## src/rtl/rot_shift_unit.sv

```systemverilog
module rot_shift_unit #(
  parameter int W  = 8,
  parameter int FW = 6
) (
  input  logic          clk,
  input  logic          rst_n,
  input  logic          start_i,
  input  logic [7:0]    opcode_i,
  input  logic [W-1:0]  operand_i,
  input  logic [FW-1:0] flags_i,
  output logic [W-1:0]  result_o,
  output logic [FW-1:0] flags_o,
  output logic          done_o,
  output logic          illegal_o,
  output logic          indirect_o
);
  localparam int FC = 5, FZ = 4, FS = 3, FV = 2;

  logic [3:0]    hi;
  logic          pair;
  logic [W-1:0]  a, r;
  logic          cin, cout, vout, legal, upd_zs;
  logic [FW-1:0] f;

  assign hi   = opcode_i[7:4];
  assign pair = (opcode_i[3:1] == 3'b000);
  assign a    = operand_i;
  assign cin  = flags_i[FC];

  always_comb begin
    r      = a;
    cout   = cin;
    vout   = flags_i[FV];
    legal  = 1'b1;
    upd_zs = 1'b1;
    if (pair) begin
      case (hi)
        4'h9: begin r = {a[W-2:0], a[W-1]}; cout = a[W-1]; vout = r[W-1] ^ a[W-1]; end
        4'h1: begin r = {a[W-2:0], cin};    cout = a[W-1]; vout = r[W-1] ^ a[W-1]; end
        4'hE: begin r = {a[0], a[W-1:1]};   cout = a[0];   vout = r[W-1] ^ a[W-1]; end
        4'hC: begin r = {cin, a[W-1:1]};    cout = a[0];   vout = r[W-1] ^ a[W-1]; end
        4'hD: begin r = {a[W-1], a[W-1:1]}; cout = a[0];   vout = 1'b0; end
        4'hF: begin r = {a[W/2-1:0], a[W-1:W/2]}; end
        default: begin legal = 1'b0; upd_zs = 1'b0; end
      endcase
    end else if (opcode_i[3:0] == 4'hF && hi == 4'hC) begin
      cout = 1'b0; upd_zs = 1'b0;
    end else if (opcode_i[3:0] == 4'hF && hi == 4'hD) begin
      cout = 1'b1; upd_zs = 1'b0;
    end else begin
      legal = 1'b0; upd_zs = 1'b0;
    end
  end

  always_comb begin
    f     = flags_i;
    f[FC] = cout;
    f[FV] = vout;
    if (upd_zs) begin
      f[FZ] = (r == '0);
      f[FS] = r[W-1];
    end
  end

  always_ff @(posedge clk) begin
    if (!rst_n) begin
      result_o   <= '0;
      flags_o    <= '0;
      done_o     <= 1'b0;
      illegal_o  <= 1'b0;
      indirect_o <= 1'b0;
    end else begin
      done_o <= start_i;
      if (start_i) begin
        result_o   <= r;
        flags_o    <= f;
        illegal_o  <= ~legal;
        indirect_o <= opcode_i[0];
      end
    end
  end

  a_r11_done_after_start: assert property (@(posedge clk) disable iff (!rst_n)
    start_i |=> done_o);
  a_r11_no_spurious_done: assert property (@(posedge clk) disable iff (!rst_n)
    !start_i |=> !done_o);
  a_r7_dh_kept: assert property (@(posedge clk) disable iff (!rst_n)
    start_i |=> flags_o[1:0] == $past(flags_i[1:0]));
  a_r6_sra_clears_v: assert property (@(posedge clk) disable iff (!rst_n)
    (start_i && opcode_i[7:1] == 7'h68) |=> !flags_o[FV]);
  a_r8_swap_keeps_cv: assert property (@(posedge clk) disable iff (!rst_n)
    (start_i && opcode_i[7:1] == 7'h78) |=>
      flags_o[FC] == $past(flags_i[FC]) && flags_o[FV] == $past(flags_i[FV]));
  a_r9_carry_ops: assert property (@(posedge clk) disable iff (!rst_n)
    (start_i && (opcode_i == 8'hCF || opcode_i == 8'hDF)) |=>
      flags_o[FC] == $past(opcode_i[4]) && result_o == $past(operand_i));
  a_r10_illegal_echo: assert property (@(posedge clk) disable iff (!rst_n)
    (start_i && !legal) |=>
      illegal_o && result_o == $past(operand_i) && flags_o == $past(flags_i));
  a_r7_zero_flag: assert property (@(posedge clk) disable iff (!rst_n)
    (start_i && pair && legal) |=> flags_o[FZ] == (result_o == '0) && flags_o[FS] == result_o[W-1]);
endmodule

```

## config.mk

```make
export PLATFORM = sky130hd
export DESIGN_NAME = rot_shift_unit
export DESIGN_NICKNAME = d
export VERILOG_FILES = /design/src/rtl/rot_shift_unit.sv
export SDC_FILE = /design/constraint.sdc
export NUM_CORES = 1
export LEC_CHECK = 0
export BUFFER_PORTS_ARGS = -buffer_cell sky130_fd_sc_hd__buf_2
export CAP_MARGIN = 5
export CELL_PAD_IN_SITES_DETAIL_PLACEMENT = 0
export CELL_PAD_IN_SITES_GLOBAL_PLACEMENT = 2
export CORE_MARGIN = 8
export CORE_UTILIZATION = 25
export CTS_CLUSTER_DIAMETER = 120
export DETAILED_ROUTE_END_ITERATION = 6
export PLACE_DENSITY = 0.79
export SYNTH_ARGS = -nofsm -noshare
export SYNTH_HDL_FRONTEND = slang
export SYNTH_SLANG_ARGS = --single-unit
```

## constraint.sdc

```tcl
create_clock -name clk -period 2.1 [get_ports clk]
set_input_delay 0.42 -clock clk [delete_from_list [all_inputs] [get_ports clk]]
set_output_delay 0.42 -clock clk [all_outputs]
set_load 0.02 [all_outputs]
```

==> flow_summary_export.csv, run 1 <==
group,metric,value,unit
logic_synthesis,synth.avg_cell_area,8.68,sq um
timing,period_minus_slack,1.88,ns
timing,setup_tns,0,ns
logic_synthesis,syn_nets,157,
clock_tree,numCtsBuffers,3,
power_and_ir_drop,powerDensity,523,mW/mm^2
final_layout,final_util,0.356,
place,routabilityCongestion,0.900,
place,place_hpwl,2930,um
logic_synthesis,syn_inst,132,
die,row_count,24,
setup_path,required,2.25,ns
clock_tree,clkLatencyLatePin,0.25,ns
global_route,grt_max_degree,19,
global_route,antenna_found_initial,0,
die,initial_core_util,0.261,
routing,vias,1214,
global_route,grt_usage,0.101,
power_and_ir_drop,p_int,0.582,mW
routing,route.detailed.drc,0,
logic_synthesis,synth_edf_count,0,
logic_synthesis,synth_top_family_by_area,"compound AO/OA/AOI/OAI gates",
die,chipHeight,83.7,um
run,cap_viol_max_count,0,
logic_synthesis,synth_fa_ha_area_frac,0,
clock_tree,cts_tree,"done",
setup_path,path_cells,"buf_2 -> or3b_1 -> o22a_1 -> a21o_1 -> or4b_1 -> o41ai_2",
global_route,grt_overflow_total,0,
clock_tree,ctsRootBufferMaster,"clkbuf_8",
setup_path,worst-path-max-fanout,3,
global_route,grt_pass1_vias,1237,
die,core_region_area,0.00438,sq mm
logic_synthesis,synth.most_common_cell,"dfxtp_1",
power_and_ir_drop,total_power,0.817,mW
clock_tree,holdBufCountCts,0,
logic_synthesis,ys_warn_count,0,
routing,dr.first_iter.drc_count,92,
die,die_area,0.00701,sq mm
setup_path,crit_path_end_kind,"flop",
power_and_ir_drop,pwr-share-seq,0.433,
logic_synthesis,yosys-top-cells-area,"dfxtp_1 (30%), mux2i_1 (9.6%), mux2_2 (4.9%)",
logic_synthesis,synthSimpleGateAreaFrac,0.238,
hold_path,holdCritStartpoint,"flags_i[0]",
logic_synthesis,synth_cell_types,42,
timing,max-slew-margin-rel,0.764,
setup_path,cpMaxStageDelayCell,"or4b_1",
logic_synthesis,syn_area,0.00115,sq mm
setup_path,crit_start,"opcode_i[5]",
logic_synthesis,synthMuxAreaShare,0.145,
logic_synthesis,ys_seq_area_frac,0.297,
final_layout,drive_gt1_frac,0.398,
clock_tree,cts_setup_buffers,0,
logic_synthesis,synth_common_cells,"dfxtp_1 (17), mux2i_1 (11), clkbuf_1 (9)",
logic_synthesis,synth-xor-area-share,0,
die,ios,42,
timing,finalHoldViolations,0,
die,die_w,83.7,um
final_layout,antenna_cells,0,
setup_path,r2r-start,"flags_o[4]",
place,dp.cells,234,
clock_tree,cts_max_path_buffers,2,
global_route,grt_pass1_wl,6020,um
logic_synthesis,synth_ff_type,"dfxtp_1",
outcome,status,"completed",
routing,dr.pass1.iters,4,
logic_synthesis,ys_seq_elements,17,
power_and_ir_drop,p_leak,0.693,nW
setup_path,max_stage_delay,0.48,ns
routing,antenna_left,0,
timing,setup_viol,0,
routing,routedWlPerCell,15.4,um
clock_tree,cts-htree-levels,1,
power_and_ir_drop,vdd_drop_max,0.000359,V
timing,fin_skew,0,ns
power_and_ir_drop,swShare,0.288,
routing,viasPerCell,5.10,
clock_tree,cts.sinks,17,
timing,worstMarginPinSlew,0.349,ns
timing,final_max_slew_viol_count,0,
final_layout,final_cells,238,
logic_synthesis,yosysTopAreaCellShare,0.297,
setup_path,critical_path_class,"in -> reg",
timing,max_freq,533,MHz
power_and_ir_drop,p_clk_frac,0.289,
setup_path,crit_path_start_kind,"input port",
final_layout,areaGrowthSynthToFinish,36.2,%
clock_tree,post_cts_resized,0,
hold_path,hp-class,"in -> reg",
power_and_ir_drop,p_sw,0.235,mW
logic_synthesis,synth_area_leader_cell,"dfxtp_1",
place,io_buffers,41,
logic_synthesis,synthArstFlopShare,0,
logic_synthesis,synth-compound-area-share,0.260,
timing,period_share,0.893,
routing,wl,3650,um
timing,rsz0062_at_grt,"false",
final_layout,nNetsFinal,212,
setup_path,arrival,2.03,ns
power_and_ir_drop,combPwrFrac,0.278,
clock_tree,clk_pin_slew_worst_paths,0.06,ns
## through the flow
stage | hold slack [ns] | setup slack (ns) | instance area, sq um
after floorplan | 0.548 | -0.0402 | 1150
after global placement | 0.468 | 0.00109 | 1520
after detailed placement | 0.474 | -0.0335 | 1520
after CTS | 0.422 | 0.230 | 1560
after global routing | 0.439 | 0.135 | 1560
final | 0.427 | 0.224 | 1560
## state kept, by name, summed over array words and instances (netlist names)
| name | count |
|---|---|
| result_o | 8 |
| flags_o | 6 |
| indirect_o | 1 |
| illegal_o | 1 |
| done_o | 1 |
## logic make-up after synthesis
group | after synthesis
and+or+nand+nor | 46
AOI/OAI and AO/OA | 37
DFF | 17
muxes | 16
buffers and inverters | 16
## power by group through the flow
stage / clock, mW / combinational (mW) / sequential (mW)
CTS: 0.251 / 0.228 / 0.353
global placement: 0 / 0.226 / 0.359
detailed placement: 0 / 0.227 / 0.360
finish: 0.236 / 0.227 / 0.353
floorplan: 0 / 0.103 / 0.386
global route: 0.262 / 0.248 / 0.357
## cell usage in the layout, fill, tap and decap left out, types with 2 or more instances in the layout
master	count
nand2_1	6
inv_1	5
a21boi_0	4
mux2i_1	11
buf_2	41
nand4b_1	2
nand2b_1	6
and2_1	5
a221oi_1	4
o221ai_1	4
nor2_1	5
o211ai_1	3
a21oi_1	3
buf_4	20
dfxtp_1	17
clkbuf_8	3
or3_1	4
nor3_1	2
mux2_2	5
nand4_1	2
o21ai_0	4
o2bb2ai_1	2
nand3_1	2
a32o_1	2
nor2b_1	6
## final timing paths
path	endpoint	cells past startpoint	slack [ns]
setup reg to reg	flags_o[4]	4	1.34
hold reg to reg	result_o[4]	1	0.48
hold / removal	flags_o[0]	3	0.43
setup / recovery	flags_o[4]	6	0.22
## per-layer routing
layer | global-route usage | vias to the layer above | share of wire
met5 | 0 | - | 0
met4 | 0.0235 | 0 | 0.0036
met3 | 0.0342 | 2 | 0.060
met2 | 0.177 | 36 | 0.50
met1 | 0.113 | 571 | 0.44
li1 | - | 605 | -
## area by class of cell
class	count	area, sq um
fill	465	2820
multi-input combinational	99	737
timing repair buffer	61	355
sequential	17	340
tap	52	65.1
clock buffer	4	45.0
inverter	5	18.8
## critical path, delay by kind of cell
family                 cells  cell delay [ns]
AOI/OAI and AO/OA          3             0.63
buffers and inverters      1             0.11
and+or+nand+nor            2             0.87
(Power assumes the default switching activity.)
==> inputs of run 2 (changes only) <==
- BUFFER_PORTS_ARGS: -buffer_cell sky130_fd_sc_hd__buf_2 -> -buffer_cell sky130_fd_sc_hd__clkbuf_2
==> run 2 against run 1 <==
Net effect:
- hold slack gained 0.0042 ns
- non-clock buffer count shrank 1
- critical path depth is the same
- critical endpoint unchanged
- clock skew is the same
- largest cell class unchanged
- clock power is essentially flat
==> flow_summary_export.csv, run 2 (synthesis results as in run 1) <==
group,metric,value,unit
place,place_hpwl,2950,um
run,cap_viol_max_count,0,
global_route,antenna_found_initial,0,
timing,setup_viol,0,
final_layout,top_regs,"result_o x8, flags_o x6",
clock_tree,cts-htree-levels,1,
hold_path,hp-class,"in -> reg",
timing,rsz0062_at_grt,"false",
die,ios,42,
routing,viasPerCell,5.24,
clock_tree,cts_setup_buffers,0,
timing,max_freq,535,MHz
routing,routedWlPerCell,15.3,um
final_layout,drive_gt1_frac,0.395,
setup_path,critical_path_class,"in -> reg",
timing,final_max_slew_viol_count,0,
die,row_count,24,
power_and_ir_drop,total_power,0.817,mW
final_layout,final_cells,237,
power_and_ir_drop,powerDensity,526,mW/mm^2
clock_tree,cts_tree,"done",
routing,antenna_left,0,
routing,wl,3640,um
power_and_ir_drop,vdd_drop_max,0.000344,V
final_layout,nFillCells,457,
final_layout,areaGrowthSynthToFinish,35.6,%
setup_path,crit_path_start_kind,"input port",
die,initial_core_util,0.261,
clock_tree,holdBufCountCts,0,
hold_path,holdCritStartpoint,"flags_i[2]",
die,die_area,0.00701,sq mm
place,io_buffers,41,
power_and_ir_drop,p_leak,0.685,nW
timing,period_share,0.890,
timing,worstMarginPinSlew,0.372,ns
timing,setup_tns,0,ns
routing,route.detailed.drc,0,
die,die_w,83.7,um
place,dp.cells,233,
hold_path,hold_path_end,"flags_o[2]",
clock_tree,numCtsBuffers,3,
setup_path,r2r-start,"flags_o[4]",
setup_path,r2r_end,"flags_o[4]",
timing,max-slew-margin-rel,0.750,
die,chipHeight,83.7,um
global_route,grt_pass1_wl,6010,um
global_route,grt_usage,0.102,
timing,fin_skew,0,ns
final_layout,final_common_cell,"clkbuf_2",
place,routabilityCongestion,0.887,
final_layout,nNetsFinal,211,
setup_path,crit_path_end_kind,"flop",
clock_tree,clkLatencyLatePin,0.24,ns
timing,period_minus_slack,1.87,ns
setup_path,required,2.25,ns
global_route,grt_pass1_vias,1263,
setup_path,r2r.worst_path.cells,4,
setup_path,crit_start,"opcode_i[5]",
final_layout,antenna_cells,0,
clock_tree,post_cts_resized,0,
final_layout,regMostFlops,"result_o",
hold_path,min_delay_path_depth,3,
timing,finalHoldViolations,0,
global_route,grt_overflow_total,0,
clock_tree,cts_max_path_buffers,2,
final_layout,largest_reg_flops,8,
setup_path,arrival,2.02,ns
global_route,grt_max_degree,19,
setup_path,worst-path-max-fanout,3,
setup_path,reg2reg_slack,1.36,ns
outcome,status,"completed",
routing,vias,1241,
routing,dr.first_iter.drc_count,147,
routing,dr.pass1.iters,4,
die,core_region_area,0.00438,sq mm
clock_tree,cts.sinks,17,
clock_tree,ctsRootBufferMaster,"clkbuf_8",
final_layout,mostFrequentLayoutCells,"clkbuf_2 (41), buf_4 (19), dfxtp_1 (17)",
clock_tree,clk_pin_slew_worst_paths,0.06,ns
==> run 2: worst max-delay path by stage <==
stage,endpoint,slack (ns),cells after the start
after floorplan,flags_o[4],-0.04,7
after global placement,flags_o[4],0.01,6
after detailed placement,flags_o[4],-0.04,6
after CTS,flags_o[4],0.21,6
after global routing,flags_o[4],0.1,7
final,flags_o[4],0.23,6
==> run 2: cell type report <==
| cell class | count | area (sq um) | area share |
|---|---|---|---|
| tap | 52 | 65.1 | 0.0419 |
| inverter | 5 | 18.8 | 0.0121 |
| multi-input combinational | 99 | 737 | 0.474 |
| sequential | 17 | 340 | 0.219 |
| clock buffer | 4 | 45.0 | 0.0290 |
| timing repair buffer | 60 | 348 | 0.224 |
==> run 2: metrics by stage <==
stage	setup WS, ns	hold slack, ns	cell area (sq um)	utilization
global placement	0.0114	0.472	1510	0.344
detailed placement	-0.0427	0.473	1510	0.344
global route	0.0957	0.425	1550	0.354
floorplan	-0.0402	0.548	1150	-
finish	0.232	0.431	1550	0.354
CTS	0.215	0.429	1550	0.354
==> run 2: routing by layer <==
metal,track usage,vias up,routed length [um]
met3,0.0371,7,280
li1,-,606,-
met5,0,-,0
met4,0.0267,0,48
met1,0.111,586,1510
met2,0.180,42,1800
==> run 2: power breakdown <==
group          switching, mW  total (mW)  internal (mW)
Sequential            0.0108       0.354          0.344
Combinational          0.123       0.223          0.100
Clock                  0.105       0.239          0.134
Total                  0.239       0.817          0.578
==> run 2: worst max-delay path, stage by stage <==
cell      delay (ns)
clkbuf_2        0.10
or3b_1          0.39
o22a_1          0.24
a21o_1          0.20
or4b_1          0.48
o41ai_2         0.20
